### src/rtl/pin_ovr_pkg.sv
package pin_ovr_pkg;

  typedef enum logic [2:0] {
    RD_NONE  = 3'd0,
    RD_MODE  = 3'd1,
    RD_DIR   = 3'd2,
    RD_LEVEL = 3'd3,
    RD_LATCH = 3'd4
  } rdSel_e;

  typedef struct packed {
    logic   modeWr;
    logic   dirWr;
    logic   setWr;
    logic   clrWr;
    rdSel_e rdSel;
  } ctrlStrb_t;

endpackage

### src/rtl/pin_ovr_ctrl.sv
module pin_ovr_ctrl
  import pin_ovr_pkg::*;
#(
  parameter int ADDR_W     = 4,
  parameter int MODE_OFS   = 'h0,
  parameter int DIR_OFS    = 'h2,
  parameter int LEVEL_OFS  = 'h4,
  parameter int SET_OFS    = 'h6,
  parameter int CLR_OFS    = 'h8
) (
  input  logic              clk,
  input  logic              rstN,
  input  logic              regWr,
  input  logic [ADDR_W-1:0] regAddr,
  output ctrlStrb_t         strb
);

  localparam logic [ADDR_W-1:0] ModeA  = ADDR_W'(MODE_OFS);
  localparam logic [ADDR_W-1:0] DirA   = ADDR_W'(DIR_OFS);
  localparam logic [ADDR_W-1:0] LevelA = ADDR_W'(LEVEL_OFS);
  localparam logic [ADDR_W-1:0] SetA   = ADDR_W'(SET_OFS);
  localparam logic [ADDR_W-1:0] ClrA   = ADDR_W'(CLR_OFS);

  always_comb begin
    strb = '0;
    strb.rdSel = RD_NONE;
    if (regAddr == ModeA) begin
      strb.rdSel  = RD_MODE;
      strb.modeWr = regWr;
    end else if (regAddr == DirA) begin
      strb.rdSel = RD_DIR;
      strb.dirWr = regWr;
    end else if (regAddr == LevelA) begin
      strb.rdSel = RD_LEVEL;
    end else if (regAddr == SetA) begin
      strb.rdSel = RD_LATCH;
      strb.setWr = regWr;
    end else if (regAddr == ClrA) begin
      strb.rdSel = RD_LATCH;
      strb.clrWr = regWr;
    end
  end

  AST_ONE_WRITE: assert property (@(posedge clk) disable iff (!rstN)
    $onehot0({strb.modeWr, strb.dirWr, strb.setWr, strb.clrWr}));
  AST_NO_WR_WITHOUT_STROBE: assert property (@(posedge clk) disable iff (!rstN)
    !regWr |-> !(strb.modeWr || strb.dirWr || strb.setWr || strb.clrWr));

endmodule

### src/rtl/pin_ovr_datapath.sv
module pin_ovr_datapath
  import pin_ovr_pkg::*;
#(
  parameter int NUM_PINS    = 2,
  parameter int DATA_W      = 16,
  parameter int SYNC_STAGES = 2
) (
  input  logic                clk,
  input  logic                rstN,
  input  ctrlStrb_t           strb,
  input  logic [DATA_W-1:0]   wrData,
  input  logic [NUM_PINS-1:0] engPullLow,
  input  logic [NUM_PINS-1:0] padIn,
  output logic [NUM_PINS-1:0] padOe,
  output logic [DATA_W-1:0]   rdData
);

  logic                modeSel;
  logic [NUM_PINS-1:0] dirQ;
  logic [NUM_PINS-1:0] latchQ;
  logic [NUM_PINS-1:0] pinLevel;
  logic [NUM_PINS-1:0] wrBits;

  assign wrBits = wrData[NUM_PINS-1:0];

  always_ff @(posedge clk) begin
    if (!rstN) begin
      modeSel <= 1'b0;
      dirQ    <= '0;
      latchQ  <= '0;
    end else begin
      if (strb.modeWr) modeSel <= wrData[0];
      if (strb.dirWr)  dirQ    <= wrBits;
      if (strb.setWr)       latchQ <= latchQ | wrBits;
      else if (strb.clrWr)  latchQ <= latchQ & ~wrBits;
    end
  end

  for (genvar i = 0; i < NUM_PINS; i++) begin : g_pin
    logic [SYNC_STAGES-1:0] syncChain;

    always_ff @(posedge clk) begin
      if (!rstN) syncChain <= '1;
      else       syncChain <= {syncChain[SYNC_STAGES-2:0], padIn[i]};
    end

    assign pinLevel[i] = syncChain[SYNC_STAGES-1];
    assign padOe[i]    = modeSel ? (dirQ[i] & ~latchQ[i]) : engPullLow[i];

    AST_INPUT_RELEASED: assert property (@(posedge clk) disable iff (!rstN)
      (modeSel && !dirQ[i]) |-> !padOe[i]);
  end

  always_comb begin
    rdData = '0;
    case (strb.rdSel)
      RD_MODE:  rdData[0]            = modeSel;
      RD_DIR:   rdData[NUM_PINS-1:0] = dirQ;
      RD_LEVEL: rdData[NUM_PINS-1:0] = pinLevel;
      RD_LATCH: rdData[NUM_PINS-1:0] = latchQ;
      default:  rdData = '0;
    endcase
  end

  AST_SET_HITS: assert property (@(posedge clk) disable iff (!rstN)
    strb.setWr |=> ((latchQ & $past(wrBits)) == $past(wrBits)));
  AST_CLR_HITS: assert property (@(posedge clk) disable iff (!rstN)
    strb.clrWr |=> ((latchQ & $past(wrBits)) == '0));
  AST_LATCH_HOLD: assert property (@(posedge clk) disable iff (!rstN)
    (!strb.setWr && !strb.clrWr) |=> $stable(latchQ));
  AST_MODE_LOAD: assert property (@(posedge clk) disable iff (!rstN)
    strb.modeWr |=> (modeSel == $past(wrData[0])));
  AST_DIR_LOAD: assert property (@(posedge clk) disable iff (!rstN)
    strb.dirWr |=> (dirQ == $past(wrBits)));
  AST_DIR_HOLD: assert property (@(posedge clk) disable iff (!rstN)
    !strb.dirWr |=> $stable(dirQ));

endmodule

### src/rtl/i2c_pin_override.sv
module i2c_pin_override
  import pin_ovr_pkg::*;
#(
  parameter int ADDR_W      = 4,
  parameter int SYNC_STAGES = 2
) (
  input  logic              clk,
  input  logic              rstN,
  input  logic              regWr,
  input  logic [ADDR_W-1:0] regAddr,
  input  logic [15:0]       regWrData,
  output logic [15:0]       regRdData,
  input  logic              engSclPullLow,
  input  logic              engSdaPullLow,
  input  logic              padSclIn,
  input  logic              padSdaIn,
  output logic              padSclOe,
  output logic              padSdaOe
);

  localparam int NumPins = 2;
  localparam int DataW   = 16;

  ctrlStrb_t          strb;
  logic [NumPins-1:0] engVec;
  logic [NumPins-1:0] padInVec;
  logic [NumPins-1:0] padOeVec;

  assign engVec   = {engSdaPullLow, engSclPullLow};
  assign padInVec = {padSdaIn, padSclIn};
  assign padSclOe = padOeVec[0];
  assign padSdaOe = padOeVec[1];

  pin_ovr_ctrl #(
    .ADDR_W(ADDR_W)
  ) u_ctrl (
    .clk    (clk),
    .rstN   (rstN),
    .regWr  (regWr),
    .regAddr(regAddr),
    .strb   (strb)
  );

  pin_ovr_datapath #(
    .NUM_PINS   (NumPins),
    .DATA_W     (DataW),
    .SYNC_STAGES(SYNC_STAGES)
  ) u_dp (
    .clk       (clk),
    .rstN      (rstN),
    .strb      (strb),
    .wrData    (regWrData),
    .engPullLow(engVec),
    .padIn     (padInVec),
    .padOe     (padOeVec),
    .rdData    (regRdData)
  );

endmodule

### config.mk
export PLATFORM = sky130hd
export DESIGN_NAME = i2c_pin_override
export DESIGN_NICKNAME = d
export VERILOG_FILES = /design/src/rtl/pin_ovr_pkg.sv /design/src/rtl/pin_ovr_ctrl.sv /design/src/rtl/pin_ovr_datapath.sv /design/src/rtl/i2c_pin_override.sv
export SDC_FILE = /design/constraint.sdc
export NUM_CORES = 1
export LEC_CHECK = 0
export BUFFER_PORTS_ARGS = -buffer_cell sky130_fd_sc_hd__buf_2
export CAP_MARGIN = 30
export CORE_MARGIN = 4
export CORE_UTILIZATION = 40
export CTS_BUF_LIST = sky130_fd_sc_hd__clkbuf_8
export CTS_CLUSTER_SIZE = 12
export DETAILED_ROUTE_END_ITERATION = 8
export GPL_ROUTABILITY_DRIVEN = 0
export GPL_TIMING_DRIVEN = 0
export PLACE_DENSITY = 0.82
export SYNTH_ARGS = -nofsm -noshare
export SYNTH_HDL_FRONTEND = slang
export SYNTH_SLANG_ARGS = --single-unit
### constraint.sdc
create_clock -name clk -period 1.5 [get_ports clk]
set_input_delay 0.15 -clock clk [delete_from_list [all_inputs] [get_ports clk]]
set_output_delay 0.15 -clock clk [all_outputs]
set_load 0.01 [all_outputs]
# --- Word level (Yosys, flattened, before mapping) ---
# Cells that the tools add are included.
totals:
  rom_bits: 0
  ramBits: 0
  mem_count: 0
  latchBits: 0
  out_inout_bits: 18
  input_bits: 27
  ff_bits: 9
  elab_cells: 40
classes:
  add_sub_neg: 0
  n_mux: 18
  reduce_logical: 2
  n_shift: 0
  order_cmp: 0
  n_bitwise: 7
  n_mul: 0
  n_eq_ne: 8
  n_div: 0
ops:
  columns: ["operator", "n"]
  rows:
  - ["$mux W3", 5]
  - ["$eq A4 B3 Y1 const B", 2]
  - ["$mux W2", 4]
  - ["$eq A3 B2 Y1 const B", 2]
  - ["$mux W1", 6]
  - ["$eq A4 B2 Y1 const B", 1]
  - ["$eq A4 B4 Y1 const B", 1]
  - ["$logic_not A4 Y1", 1]
  - ["$mux W4", 1]
  - ["$pmux W1 S4", 1]
  - ["$eq A3 B1 Y1 const B", 1]
  - ["$eq A3 B3 Y1 const B", 1]
  - ["$pmux W1 S3", 1]
  - ["$and A1 B1 Y1", 2]
  - ["$and A2 B2 Y2", 1]
  - ["$not A1 Y1", 2]
  - ["$not A2 Y2", 1]
  - ["$or A2 B2 Y2", 1]
  - ["$reduce_bool A2 Y1", 1]

# --- Longest topological paths before layout ---
# Gate-level depths: netlist of run 1.
depth:
  word_depth: 8
  ltp_mapped: 4
  depth_no_buf: 3

# --- By module ---
# Synthesis of run 1 repeated with hierarchy kept, for this count alone.
unflattened:
  hier_cells: 67
  hier_area_um2: 616.8
modules_own_cells:
  columns: ["module", "seq_area_each_um2", "cells_per_inst", "area_each_um2", "instances"]
  rows:
  - ["pin_ovr_datapath", 180.2, 54, 515.5, 1]
  - ["pin_ovr_ctrl", 0.0, 13, 101.3, 1]

# --- Least setup slack after synthesis of run 1 ---
# OpenSTA, ideal clock, no wires.
synth_timing:
  path_kind: "input-to-reg"
  start: "input regAddr[2]"
  end: "register (tool-made name)"
  stages: 4
  t_required_ns: 1.383
  setup_ns: 0.117
  t_arrival_ns: 0.806
  path_buffers: 1
  slack_ns: 0.577
  path_cell_list: "buf_6 > nor3b_2 > nand4_1 > a32o_1"
synth_rtl:
  columns: ["item", "line", "rtl"]
  rows:
  - ["start: declaration", "i2c_pin_override.sv:10", "input logic [ADDR_W-1:0] regAddr,"]

# --- Worst setup path in the final report of run 1 ---
layout_timing:
  start: "register u_dp.modeSel"
  end: "output regRdData[0]"
layout_via:
  elab_chain_len: 1
layout_lines:
  columns: ["item", "line", "rtl"]
  rows:
  - ["start: declaration", "pin_ovr_datapath.sv:18", "logic modeSel;"]
  - ["start signal: assignment", "pin_ovr_datapath.sv:32", "if (strb.modeWr) modeSel <= wrData[0];"]
  - ["$pmux W1 S4", "pin_ovr_datapath.sv:56", "case (strb.rdSel)"]
  - ["end: declaration", "i2c_pin_override.sv:12", "output logic [15:0] regRdData,"]
# Every way passes these cells.

==> results of run 1 <==
[report_power, final]
part	total, W	leakage (nW)	switching [W]	internal (W)
Clock	0.000265	0.0269	0.0000874	0.000177
Combinational	0.000111	0.292	0.0000564	0.0000551
Sequential	0.000250	0.0736	0.00000256	0.000247
[logic make-up after synthesis]
logic type             count (synthesis)  share of synthesized area
buffers and inverters                 19                      0.234
muxes                                  4                     0.0713
DFF                                    9                      0.321
other                                  1                    0.00668
AOI/OAI and AO/OA                      9                      0.123
and+or+nand+nor                       24                      0.245
[final timing paths]
| path | slack [ns] | depth (start not counted) | endpoint |
|---|---|---|---|
| max | 0.21 | 4 | regRdData[0] |
| min | 0.1 | 2 | u_dp.g_pin[1].syncChain[0] |
| max reg2reg | 0.82 | 2 | u_dp.modeSel |
| min reg2reg | 0.41 | 1 | u_dp.g_pin[1].syncChain[1] |
[layout make-up]
class | count | area [sq um] | area share
Clock inverter | 1 | 3.75 | 0.00501
Inverter | 3 | 11.3 | 0.0150
Clock buffer | 3 | 41.3 | 0.0551
Sequential cell | 9 | 180 | 0.240
Buffer | 16 | 120 | 0.160
Timing Repair Buffer | 15 | 75.1 | 0.100
Tap cell | 15 | 18.8 | 0.0250
Multi-Input combinational cell | 51 | 299 | 0.399
[metrics by stage]
step	instances	hold slack, ns	worst slack [ns]	util
2_1_floorplan	79	0.223	0.577	-
3_3_place_gp	109	0.331	0.394	0.535
3_5_place_dp	109	0.335	0.383	0.535
4_1_cts	113	0.0966	0.195	0.569
5_1_grt	113	0.105	0.0976	0.569
6_report	113	0.0990	0.207	0.569
[Yosys cell counts]
master,n,area share
a32o_1,4,0.071
buf_4,14,0.19
buf_6,1,0.020
clkbuf_1,1,0.0067
conb_1,1,0.0067
dfxtp_1,9,0.32
inv_1,3,0.020
mux2i_1,4,0.071
nand2_1,11,0.073
nand2b_1,5,0.056
nand3b_1,2,0.027
nand4_1,2,0.022
nand4b_1,1,0.016
nor2_1,1,0.0067
nor3b_2,1,0.022
nor4_2,1,0.022
o21ai_0,2,0.018
o22ai_1,3,0.033
[worst max-delay path: stages (launching register included)]
cell and delay (ns):
dfxtp_1 0.41, mux2i_1 0.10, o21ai_0 0.15, a32o_1 0.14, buf_2 0.12
[cell usage in the layout (no fill, tap or decap)]
cell type	netlist	layout
nand2_1	11	11
nand4b_1	1	1
buf_2	0	15
nand3b_1	2	2
o21ai_0	2	2
o22ai_1	3	3
nor2_1	1	1
conb_1	1	14
dfxtp_1	9	9
clkbuf_8	0	3
nor3b_2	1	1
a32o_1	4	4
nor4_2	1	1
buf_4	14	14
inv_1	3	4
mux2i_1	4	4
clkbuf_1	1	1
nand2b_1	5	5
buf_6	1	1
nand4_1	2	2
[routing by layer]
layer  routed length (um)  GRT usage
met1                  415      0.116
met2                  520      0.201
met3                  134     0.0237
met4                   27      0.105
met5                    0          0
==> results.yml, run 1 <==
finish:
  final_area_sq_um: 749
  fin_nets: 126
  syn_to_final_growth_pct: 33.4
  drive_gt1_frac: 0.357
  fill_cells: 145
  antenna_cells: 0
power_and_ir_drop:
  p_leak_nw: 0.392
  power_density_mw_per_mm2: 835
  finalPower_w: 0.000626
  max-vdd-ir-drop_v: 0.000546
routing:
  wl_per_cell_um: 9.71
  antenna_left: 0
  drt_drc_violations_left: 0
  first_pass_iters: 4
  vias: 508
  wirelength_mm: 1.10
  viasPerCell: 4.50
  drt_iter0_markers: 16
status:
  status: "finished clean"
timing:
  fin_setup_tns_ns: 0
  rsz0062_at_grt: "false"
  finalSetupViolations: 0
  hold_viol: 0
  fin_crit_sh: 0.862
  period_minus_slack_ns: 1.29
  maxSlewViolCount: 0
  max_freq_ghz: 0.774
  fin_worst_skew_ns: 0.0000875
cts:
  clock_path_buffers: 2
  cts_inserted_buffers: 3
  htreeDepth: 1
  root_buffer: "clkbuf_8"
  cts_tree: "yes"
  insertion_delay_ns: 0.23
  cts_hold_buf: 0
  cts_setup_buffers: 0
  cts_resized: 0
  cts_sinks: 9
  clk_pin_slew_worst_paths_ns: 0.04
die:
  row_count: 13
  core_sq_mm: 0.00132
  die-height_um: 45.5
  io_pins: 45
  dieArea_sq_mm: 0.00207
  die_w_um: 45.5
  initial_core_util: 0.426
synth:
  synthCells: 66
  synth_warnings: 0
  ys_seq_area_frac: 0.321
  synth.avg_cell_area_sq_um: 8.51
  ys_seq_elements: 9
  syn_area_sq_um: 562
  synth.distinct_cells: 18
critical_path:
  cp-end-kind: "output port"
  critPathLaunchType: "flip-flop"
  worstPathArrival_ns: 1.14
  timing.rr.start: "u_dp.modeSel"
  cp.required_ns: 1.35
  critical_path_class: "reg -> out"
  crit_fanout: 6
  critPathLaunch: "u_dp.modeSel"
min_path:
  hold_class: "in -> reg"
  hp-start: "padSdaIn"
grt:
  antenna_found_initial: 0
  grt_pass1_vias: 426
  grtUsageTotal: 0.117
  grt_pass1_wl_mm: 1.70
  overflow: 0
  grt_max_degree: 11
place:
  placed_cell_area_sq_um: 704
  numPortBuffers: 15
  dp_hpwl_um: 921
run:
  cap_violations: 0
No activity file was read; power rests on OpenSTA's default activity.
==> run 2, diff against run 1 <==
BUFFER_PORTS_ARGS = -buffer_cell sky130_fd_sc_hd__clkbuf_2   (was -buffer_cell sky130_fd_sc_hd__buf_2)
==> run 2 against run 1 <==
Compared with the run above: count of clock-buffer cells in the layout is the same; design area is the same; critical path depth is the same; non-clock buffer count is the same; utilization is the same; sequential power is essentially flat; combinational power is essentially flat; sequential cell count is the same; die area is the same; setup slack lost 0.022 ns.
==> results.yml, run 2 (synthesis results as in run 1) <==
finish:
  drive_gt1_frac: 0.357
  final_common_cell: "clkbuf_2"
  layout_common_cells: "clkbuf_2, buf_4, conb_1"
  final_cells: 113
  antenna_cells: 0
  fill_cells: 132
  syn_to_final_growth_pct: 33.4
  final_area_sq_um: 749
  fin_nets: 126
  multi_input_area_sq_um: 299
  ff_latch_area_sq_um: 180
routing:
  antenna_left: 0
  wl_per_cell_um: 9.71
  drt_iter0_markers: 6
  viasPerCell: 4.52
  drt_drc_violations_left: 0
  vias: 511
  wirelength_mm: 1.10
  first_pass_iters: 4
cts:
  cts_resized: 0
  cts_sinks: 9
  root_buffer: "clkbuf_8"
  cts_tree: "yes"
  clock_path_buffers: 2
  insertion_delay_ns: 0.23
  cts_setup_buffers: 0
  cts_inserted_buffers: 3
  clk_pin_slew_worst_paths_ns: 0.04
  htreeDepth: 1
  cts_hold_buf: 0
grt:
  grt_max_degree: 11
  grt_pass1_vias: 451
  grtUsageTotal: 0.116
  grt_pass1_wl_mm: 1.71
  antenna_found_initial: 0
  overflow: 0
status:
  status: "finished clean"
critical_path:
  crit_path_top_delay_cell: "dfxtp_1"
  path_cells: "mux2i_1 > o21ai_0 > a32o_1 > clkbuf_2"
  crit_fanout: 6
  cp.required_ns: 1.35
  crit_path_max_incr_delay_ns: 0.41
  crit_family: "flip-flops"
  worstPathArrival_ns: 1.16
  critical_path_class: "reg -> out"
  cp_num_buf_inv: 1
  cp-end-kind: "output port"
  critPathLaunchType: "flip-flop"
timing:
  hold_viol: 0
  maxSlewViolCount: 0
  period_minus_slack_ns: 1.31
  max_freq_ghz: 0.761
  rsz0062_at_grt: "false"
  worst_slack_ns: 0.185
  fin_crit_sh: 0.876
  fin_worst_skew_ns: 0.000108
  fin_setup_tns_ns: 0
  finalSetupViolations: 0
min_path:
  hold_class: "in -> reg"
power_and_ir_drop:
  combPwrFrac: 0.179
  seq_power_share: 0.400
  max-vdd-ir-drop_v: 0.000445
  p_int_w: 0.000479
  power_density_mw_per_mm2: 832
  p_leak_nw: 0.393
  switching_share: 0.232
  pwr-share-clk: 0.421
  power_switching_w: 0.000145
die:
  initial_core_util: 0.426
  dieArea_sq_mm: 0.00207
  core_sq_mm: 0.00132
  io_pins: 45
  row_count: 13
  die-height_um: 45.5
  die_w_um: 45.5
run:
  cap_violations: 0
place:
  placed_cell_area_sq_um: 704
  dp_hpwl_um: 916
  dpl.cell_count: 109
  numPortBuffers: 15
  dp_worst_setup_slack_ns: 0.364
## run 2: cell types whose count changed in the layout (fill, tap and decap cells not counted), sizes merged
cell,before,now
buf,30,15
clkbuf,4,19
## run 2: layout make-up
class,count,area share
Buffer,16,0.160
Clock buffer,3,0.0551
Clock inverter,1,0.00501
Inverter,3,0.0150
Multi-Input combinational cell,51,0.399
Sequential cell,9,0.240
Tap cell,15,0.0250
Timing Repair Buffer,15,0.100
## run 2: final timing paths
check / start / endpoint / slack (ns) / cells past startpoint
worst max register to register: u_dp.modeSel / u_dp.modeSel / 0.83 / 2
worst max-delay path: u_dp.modeSel / regRdData[0] / 0.19 / 4
worst min-delay path: padSdaIn / u_dp.g_pin[1].syncChain[0] / 0.10 / 2
worst min register to register: u_dp.g_pin[1].syncChain[0] / u_dp.g_pin[1].syncChain[1] / 0.40 / 1
## run 2: routing by layer
layer	global-route usage	wire length (um)	part of all wire
met1	0.124	433	0.39
met2	0.195	525	0.48
met3	0.0237	134	0.12
met4	0.0877	4	0.0036
met5	0	0	0
## run 2: stage by stage
step | util | hold slack (ns) | power, W
floorplan | - | 0.223 | 0.000332
global placement | 0.535 | 0.331 | 0.000361
detailed placement | 0.535 | 0.336 | 0.000364
CTS | 0.569 | 0.0970 | 0.000631
global route | 0.569 | 0.112 | 0.000654
finish | 0.569 | 0.102 | 0.000624
## run 2: power groups by stage
stage                     Combinational, W  Clock (W)  Sequential, W
after floorplan                  0.0000788          0       0.000253
after global placement            0.000108          0       0.000254
after detailed placement          0.000110          0       0.000254
after CTS                         0.000110   0.000272       0.000249
after global routing              0.000124   0.000281       0.000250
final                             0.000112   0.000262       0.000250
